$ cat src/rtl/tpe_pkg.sv
package tpe_pkg;
  localparam int SLOTS     = 32;
  localparam int SLOT_W    = 5;
  localparam int SHORT_GAP = 19;  // largest slot gap still counted as short spacing
  localparam int LATE_BASE = 28;  // base slot of the second-event field in the 00 type

  typedef logic [SLOT_W-1:0] slot_t;

  // Offset of the second event from the late base slot, clamped at zero.
  function automatic logic [2:0] late_offset(input slot_t s);
    if (int'(s) >= LATE_BASE) return 3'(int'(s) - LATE_BASE);
    return 3'd0;
  endfunction

  // Pack level, event count (saturated at 3) and first three slots into a word.
  function automatic logic [7:0] tpe_pack(input logic lvl, input logic [1:0] n,
                                          input slot_t s0, input slot_t s1, input slot_t s2);
    logic [6:0] low;
    int g1, g2;
    g1 = int'(s1) - int'(s0);
    g2 = int'(s2) - int'(s1);
    case (n)
      2'd0: low = 7'h7F;
      2'd1: low = {2'b10, s0};
      2'd2: begin
        if (g1 <= SHORT_GAP)  low = (int'(s0) <= 17) ? {2'b11, s0} : {2'b10, s0};
        else if (int'(s0) >= 4) low = {2'b01, s0};
        else                  low = {2'b00, late_offset(s1), s0[1:0]};
      end
      default: low = (g1 <= SHORT_GAP && g2 <= SHORT_GAP && int'(s0) <= 4)
                     ? {2'b11, s0} : {2'b10, s0};
    endcase
    return {lvl, low};
  endfunction
endpackage

$ cat src/rtl/tpe_sync.sv
module tpe_sync #(
  parameter int N = 2
) (
  input  logic         clk,
  input  logic         rst_n,
  input  logic [N-1:0] din,
  output logic [N-1:0] q,
  output logic [N-1:0] fall
);
  for (genvar i = 0; i < N; i++) begin : g_ln
    logic [2:0] sh;
    always_ff @(posedge clk or negedge rst_n) begin
      if (!rst_n) sh <= '0;
      else        sh <= {sh[1:0], din[i]};
    end
    assign q[i]    = sh[1];
    assign fall[i] = sh[2] & ~sh[1];
  end
endmodule

$ cat src/rtl/tpe_detect.sv
module tpe_detect (
  input  logic       clk,
  input  logic       rst_n,
  input  logic       rz_mode,
  input  logic       mark_sel,
  input  logic [1:0] lv,
  input  logic [1:0] fl,
  input  logic       viol_block,
  output logic       ev,
  output logic       viol_ev,
  output logic       lvl
);
  logic mark_f, space_f, lv_m, lv_s, mark_hit, space_hit;
  logic trans, viol_cand, lvl_nxt;

  assign mark_f    = mark_sel ? fl[1] : fl[0];
  assign space_f   = mark_sel ? fl[0] : fl[1];
  assign lv_m      = mark_sel ? lv[1] : lv[0];
  assign lv_s      = mark_sel ? lv[0] : lv[1];
  assign mark_hit  = mark_f & lv_s;   // other line must be idle high
  assign space_hit = space_f & lv_m;

  always_comb begin
    trans     = 1'b0;
    viol_cand = 1'b0;
    lvl_nxt   = lvl;
    if (rz_mode) begin
      if (mark_hit || space_hit) begin
        if (mark_hit != lvl) begin
          trans   = 1'b1;
          lvl_nxt = mark_hit;
        end else begin
          viol_cand = 1'b1;
        end
      end
    end else if (lv[0] != lvl) begin
      trans   = 1'b1;
      lvl_nxt = lv[0];
    end
  end

  assign viol_ev = viol_cand & ~viol_block;
  assign ev      = trans | viol_ev;

  always_ff @(posedge clk or negedge rst_n) begin
    if (!rst_n) lvl <= 1'b0;
    else        lvl <= lvl_nxt;
  end
endmodule

$ cat src/rtl/tpe_capture.sv
module tpe_capture
  import tpe_pkg::*;
#(
  parameter int CYC_PER_SLOT = 8
) (
  input  logic       clk,
  input  logic       rst_n,
  input  logic       ev,
  input  logic       viol_ev,
  output logic       win_start,
  output logic       primed,
  output logic       viol_block,
  output logic [1:0] n_q,
  output slot_t      s0_q,
  output slot_t      s1_q,
  output slot_t      s2_q
);
  localparam int WIN  = SLOTS * CYC_PER_SLOT;
  localparam int CW   = $clog2(WIN);
  localparam int LAST = WIN - 1;

  logic [CW-1:0] cnt;
  logic          last, vseen;
  slot_t         slot_now;

  assign win_start  = (cnt == '0);
  assign last       = (cnt == CW'(LAST));
  assign slot_now   = slot_t'(cnt / CW'(CYC_PER_SLOT));
  assign viol_block = vseen & ~win_start;

  always_ff @(posedge clk or negedge rst_n) begin
    if (!rst_n) begin
      cnt    <= '0;
      primed <= 1'b0;
    end else begin
      cnt    <= last ? '0 : cnt + 1'b1;
      primed <= primed | last;
    end
  end

  always_ff @(posedge clk or negedge rst_n) begin
    if (!rst_n) begin
      n_q   <= 2'd0;
      s0_q  <= '0;
      s1_q  <= '0;
      s2_q  <= '0;
      vseen <= 1'b0;
    end else if (win_start) begin
      n_q   <= ev ? 2'd1 : 2'd0;
      s0_q  <= slot_now;
      s1_q  <= '0;
      s2_q  <= '0;
      vseen <= viol_ev;
    end else begin
      vseen <= vseen | viol_ev;
      if (ev) begin
        case (n_q)
          2'd0:    s0_q <= slot_now;
          2'd1:    s1_q <= slot_now;
          2'd2:    s2_q <= slot_now;
          default: ;
        endcase
        if (n_q != 2'd3) n_q <= n_q + 2'd1;
      end
    end
  end
endmodule

$ cat src/rtl/tpe_encoder.sv
module tpe_encoder
  import tpe_pkg::*;
#(
  parameter int CYC_PER_SLOT = 8
) (
  input  logic       clk,
  input  logic       rst_n,
  input  logic       rz_mode,
  input  logic       mark_sel,
  input  logic       line_a,
  input  logic       line_b,
  output logic [7:0] code_word,
  output logic       word_valid
);
  logic [1:0] sync_lv, sync_fl;
  logic       ev, viol_ev, lvl, win_start, primed, viol_block;
  logic [1:0] n_q;
  slot_t      s0_q, s1_q, s2_q;

  tpe_sync #(.N(2)) u_sync (
    .clk(clk), .rst_n(rst_n), .din({line_b, line_a}), .q(sync_lv), .fall(sync_fl)
  );

  tpe_detect u_det (
    .clk(clk), .rst_n(rst_n), .rz_mode(rz_mode), .mark_sel(mark_sel),
    .lv(sync_lv), .fl(sync_fl), .viol_block(viol_block),
    .ev(ev), .viol_ev(viol_ev), .lvl(lvl)
  );

  tpe_capture #(.CYC_PER_SLOT(CYC_PER_SLOT)) u_cap (
    .clk(clk), .rst_n(rst_n), .ev(ev), .viol_ev(viol_ev),
    .win_start(win_start), .primed(primed), .viol_block(viol_block),
    .n_q(n_q), .s0_q(s0_q), .s1_q(s1_q), .s2_q(s2_q)
  );

  always_ff @(posedge clk or negedge rst_n) begin
    if (!rst_n) begin
      code_word  <= 8'h7F;
      word_valid <= 1'b0;
    end else begin
      word_valid <= win_start & primed;
      if (win_start && primed) code_word <= tpe_pack(lvl, n_q, s0_q, s1_q, s2_q);
    end
  end
endmodule

$ cat config.mk
export PLATFORM = sky130hd
export DESIGN_NAME = tpe_encoder
export DESIGN_NICKNAME = d
export VERILOG_FILES = /design/src/rtl/tpe_pkg.sv /design/src/rtl/tpe_sync.sv /design/src/rtl/tpe_detect.sv /design/src/rtl/tpe_capture.sv /design/src/rtl/tpe_encoder.sv
export SDC_FILE = /design/constraint.sdc
export NUM_CORES = 1
export LEC_CHECK = 0
export BUFFER_PORTS_ARGS = -buffer_cell sky130_fd_sc_hd__buf_2
export CAP_MARGIN = 30
export CELL_PAD_IN_SITES_DETAIL_PLACEMENT = 1
export CELL_PAD_IN_SITES_GLOBAL_PLACEMENT = 2
export CORE_ASPECT_RATIO = 0.75
export CORE_MARGIN = 3
export CORE_UTILIZATION = 29
export DETAILED_ROUTE_END_ITERATION = 6
export HOLD_SLACK_MARGIN = 0.02
export PLACE_DENSITY = 0.63
export SETUP_SLACK_MARGIN = 0.05
export SYNTH_ARGS = -nofsm -noshare
export SYNTH_HDL_FRONTEND = slang
export SYNTH_SLANG_ARGS = --single-unit
export TNS_END_PERCENT = 10
$ cat constraint.sdc
create_clock -name clk -period 5.4 [get_ports clk]
set_clock_uncertainty 0.05 [all_clocks]
set_input_delay 1.08 -clock clk [delete_from_list [all_inputs] [get_ports clk]]
set_output_delay 1.08 -clock clk [all_outputs]
set_load 0.01 [all_outputs]
==> out/qor.csv <==
metric;value;unit
1st-pass router iterations;4;
hold_buf cts;0;
commonest non-fill, non-tap cell in the layout;dfrtp_1;
commonest cells after routing, fill and taps aside;dfrtp_1 (36), nand2_1 (30), inv_1 (24);
Synth Area in XOR/XNOR;3.13;%
outcome;finished clean;
Gate power share;36.8;%
final-report hold violation count;0;
FF-to-FF Start;u_cap.s0_q[0];
Mapped Nets;281;
clock power share;28.3;%
RSZ-0062 raised after global routing;false;
DRC errors left;0;
crit-path leading delay family;simple AND/OR/NAND/NOR gates;
via count;1811;
setup TNS;0;ns
share of cells above drive strength 1;16.1;%
CP Class;reg2reg;
Top Ports;15;
number of CTS-inserted buffers;5;
worst path bufs/invs;0;
Worst Setup SP;u_cap.s0_q[0];
maximum buffer depth of the clock tree;2;
Starting Density;30.9;%
CP Capture Type;register;
Mapped Cells;256;
Sw Ratio;35.8;%
initial antenna violation count;0;
Critical Path Max Stage Delay;0.57;ns
Worst Path Required;5.55;ns
GRT Total Usage;13.2;%
Sequential cell area;0.00108;sq mm
main combinational cell family by area after synthesis;simple AND/OR/NAND/NOR gates;
Area Growth Syn to Fin;13.8;%
number of flops mapped to enable cells by yosys;0;
clock root cell;clkbuf_16;
IO Port Bufs;14;
Hold Path Origin;u_sync.g_ln[0].sh[0];
Crit Path Max Fanout;5;
IR drop worst, VDD;0.000159;V
Setup-failing EPs final;0;
Die Y;86.8;microns
Worst-Margin Slew;0.760;ns
Top FF cell, synth;dfrtp_1;
Avg Cell Area, Syn;9.85;sq um
area of the multi-input gates;0.00131;sq mm
nets@finish;297;
largest area contributor in the netlist;dfrtp_1;
Initial DRC Count;88;
synth top area cells;dfrtp_1 (36%), ha_1 (8.4%), dfstp_2 (7.3%), mux2i_1 (5.2%), nand2_1 (4.5%);
crit start category;register;
Wirelength per Cell;15.6;microns
crit path DAT;2.86;ns
sequential element share of the synthesized area;43.0;%
synth unique cells;46;
Die ar.;0.00986;sq mm
Yosys reg bits;43;
Async SR Flop Fraction;100;%
die span in x;114;microns
Rows;28;
clk_lat worst skew;0.29;ns
cell internal pwr;0.000773;W
vias in the first global route;1882;
# diodes;0;
Final HPWL DP;4540;microns
Routability Congestion;0.727;
FMAX;368;MHz
CTS tree;done;
Worst-path clk slew;0.06;ns
Synth Area in Adders;10.0;%
CTS resizes;0;
Synth Area in Compound Gates;11.4;%
post-CTS setup buffers;0;
simple-gate portion of the synthesized area;19.3;%
fin crit period;2.71;ns
largest net degree at the start of global routing;35;
Clock Sinks;43;
Core Region;0.00816;sq mm
Overflow after GRT;0;
Max Cap Viol;0;
slowest CP cell;nor4b_2;
final WL;5910;microns
synthesized area;0.00252;sq mm
# fillers;938;
worst hold-check path type;reg2reg;
total power divided by cell area;419;mW/mm^2
Cell Chain, Critical Path;ha_1, fa_1, nand2b_1, a21oi_1, a21oi_1, nor4b_2, nand3_1, a31oi_1;
CTS H-tree depth;2;
Yosys warnings;0;
Leak Pwr;1.46;nW
Via density;4.79;
final worst-path cycle share;50.3;%
Yosys top cell area share;35.7;%
crit-path most repeated cell;a21oi_1;
placed cell areas;0.00271;sq mm
Slew Limit Fails;0;
design area;0.00287;sq mm
mux cell area share after synthesis;8.13;%
Post-DRT Antenna Nets;0;
first-pass GRT wire length;10000;microns
power share of the sequential group;34.9;%
Relative slew margins;48.0;%
Psw;0.000431;W
-- cell usage after synthesis (all sizes together), types with 2 or more instances --
master and n:
fa 2, mux2i 13, buf 3, and3b 2, dfstp 7, and3 4, o21a 3, nor4 5
nand2 34, nand3 12, xnor2 4, inv 24, ha 17, a2111oi 2, mux2 5, a31oi 3
o21ai 19, a21oi 13, xor2 5, nand2b 3, dfrtp 36, clkbuf 3, nor2 22
-- state kept, by name, summed over array words and instances (netlist names) --
signal          count
code_word           8
u_cap.cnt           8
u_sync.g_ln.sh      6
u_cap.s0_q          5
u_cap.s1_q          5
u_cap.s2_q          5
u_cap.n_q           2
u_cap.primed        1
u_cap.vseen         1
u_det.lvl           1
word_valid          1
-- stage by stage --
| step | hold slack, ns | utilization [%] | cells | total power [W] | worst slack [ns] |
|---|---|---|---|---|---|
| global route | 0.318 | 35.2 | 378 | 0.00130 | 2.45 |
| floorplan | 0.281 | - | 256 | 0.000757 | 2.94 |
| global placement | 0.286 | 32.9 | 369 | 0.000867 | 2.69 |
| CTS | 0.306 | 35.2 | 378 | 0.00122 | 2.62 |
| finish | 0.306 | 35.2 | 378 | 0.00120 | 2.69 |
| detailed placement | 0.293 | 33.2 | 370 | 0.000872 | 2.66 |
-- per-layer routing --
| metal | vias to the layer above | GRT usage (%) | share of wire (%) |
|---|---|---|---|
| li1 | 903 | - | - |
| met5 | - | 0 | 0 |
| met3 | 9 | 3.21 | 4.2 |
| met2 | 33 | 18.7 | 39 |
| met4 | 0 | 3.71 | 1.4 |
| met1 | 866 | 19.9 | 55 |
-- power groups by stage --
stage	Combinational, W	Sequential (W)	Clock, W
2_1_floorplan	0.000354	0.000402	0
3_3_place_gp	0.000441	0.000427	0
3_5_place_dp	0.000443	0.000429	0
4_1_cts	0.000447	0.000423	0.000349
5_1_grt	0.000504	0.000431	0.000367
6_report	0.000443	0.000420	0.000341
-- worst paths after layout --
| kind | to | slack, ns | depth (start not counted) |
|---|---|---|---|
| hold / removal | u_sync.g_ln[0].sh[1] | 0.31 | 0 |
| setup / recovery | code_word[3] | 2.69 | 8 |
| setup reg to reg | code_word[3] | 2.69 | 8 |
| hold reg to reg | u_sync.g_ln[0].sh[1] | 0.31 | 0 |
| min in group asynchronous | code_word[7] | 0.60 | 1 |
| max in group asynchronous | u_cap.s2_q[3] | 4.24 | 2 |
-- cell families after synthesis --
group	after synthesis
AND/OR/NAND/NOR	91
AO/OA/AOI/OAI	46
flip-flops	43
buffers and inverters	30
adder cells (fa/ha/maj)	19
multiplexers	18
XOR/XNOR	9
-- final cells by class --
cell class	count	area share, %
inverter	24	3.14
sequential	43	37.8
tap	105	4.58
clock buffer	7	4.62
clock inverter	1	1.05
multi-input combinational	183	45.7
timing repair buffer	15	3.14
Note: power is estimated with default switching activity, not from simulation.
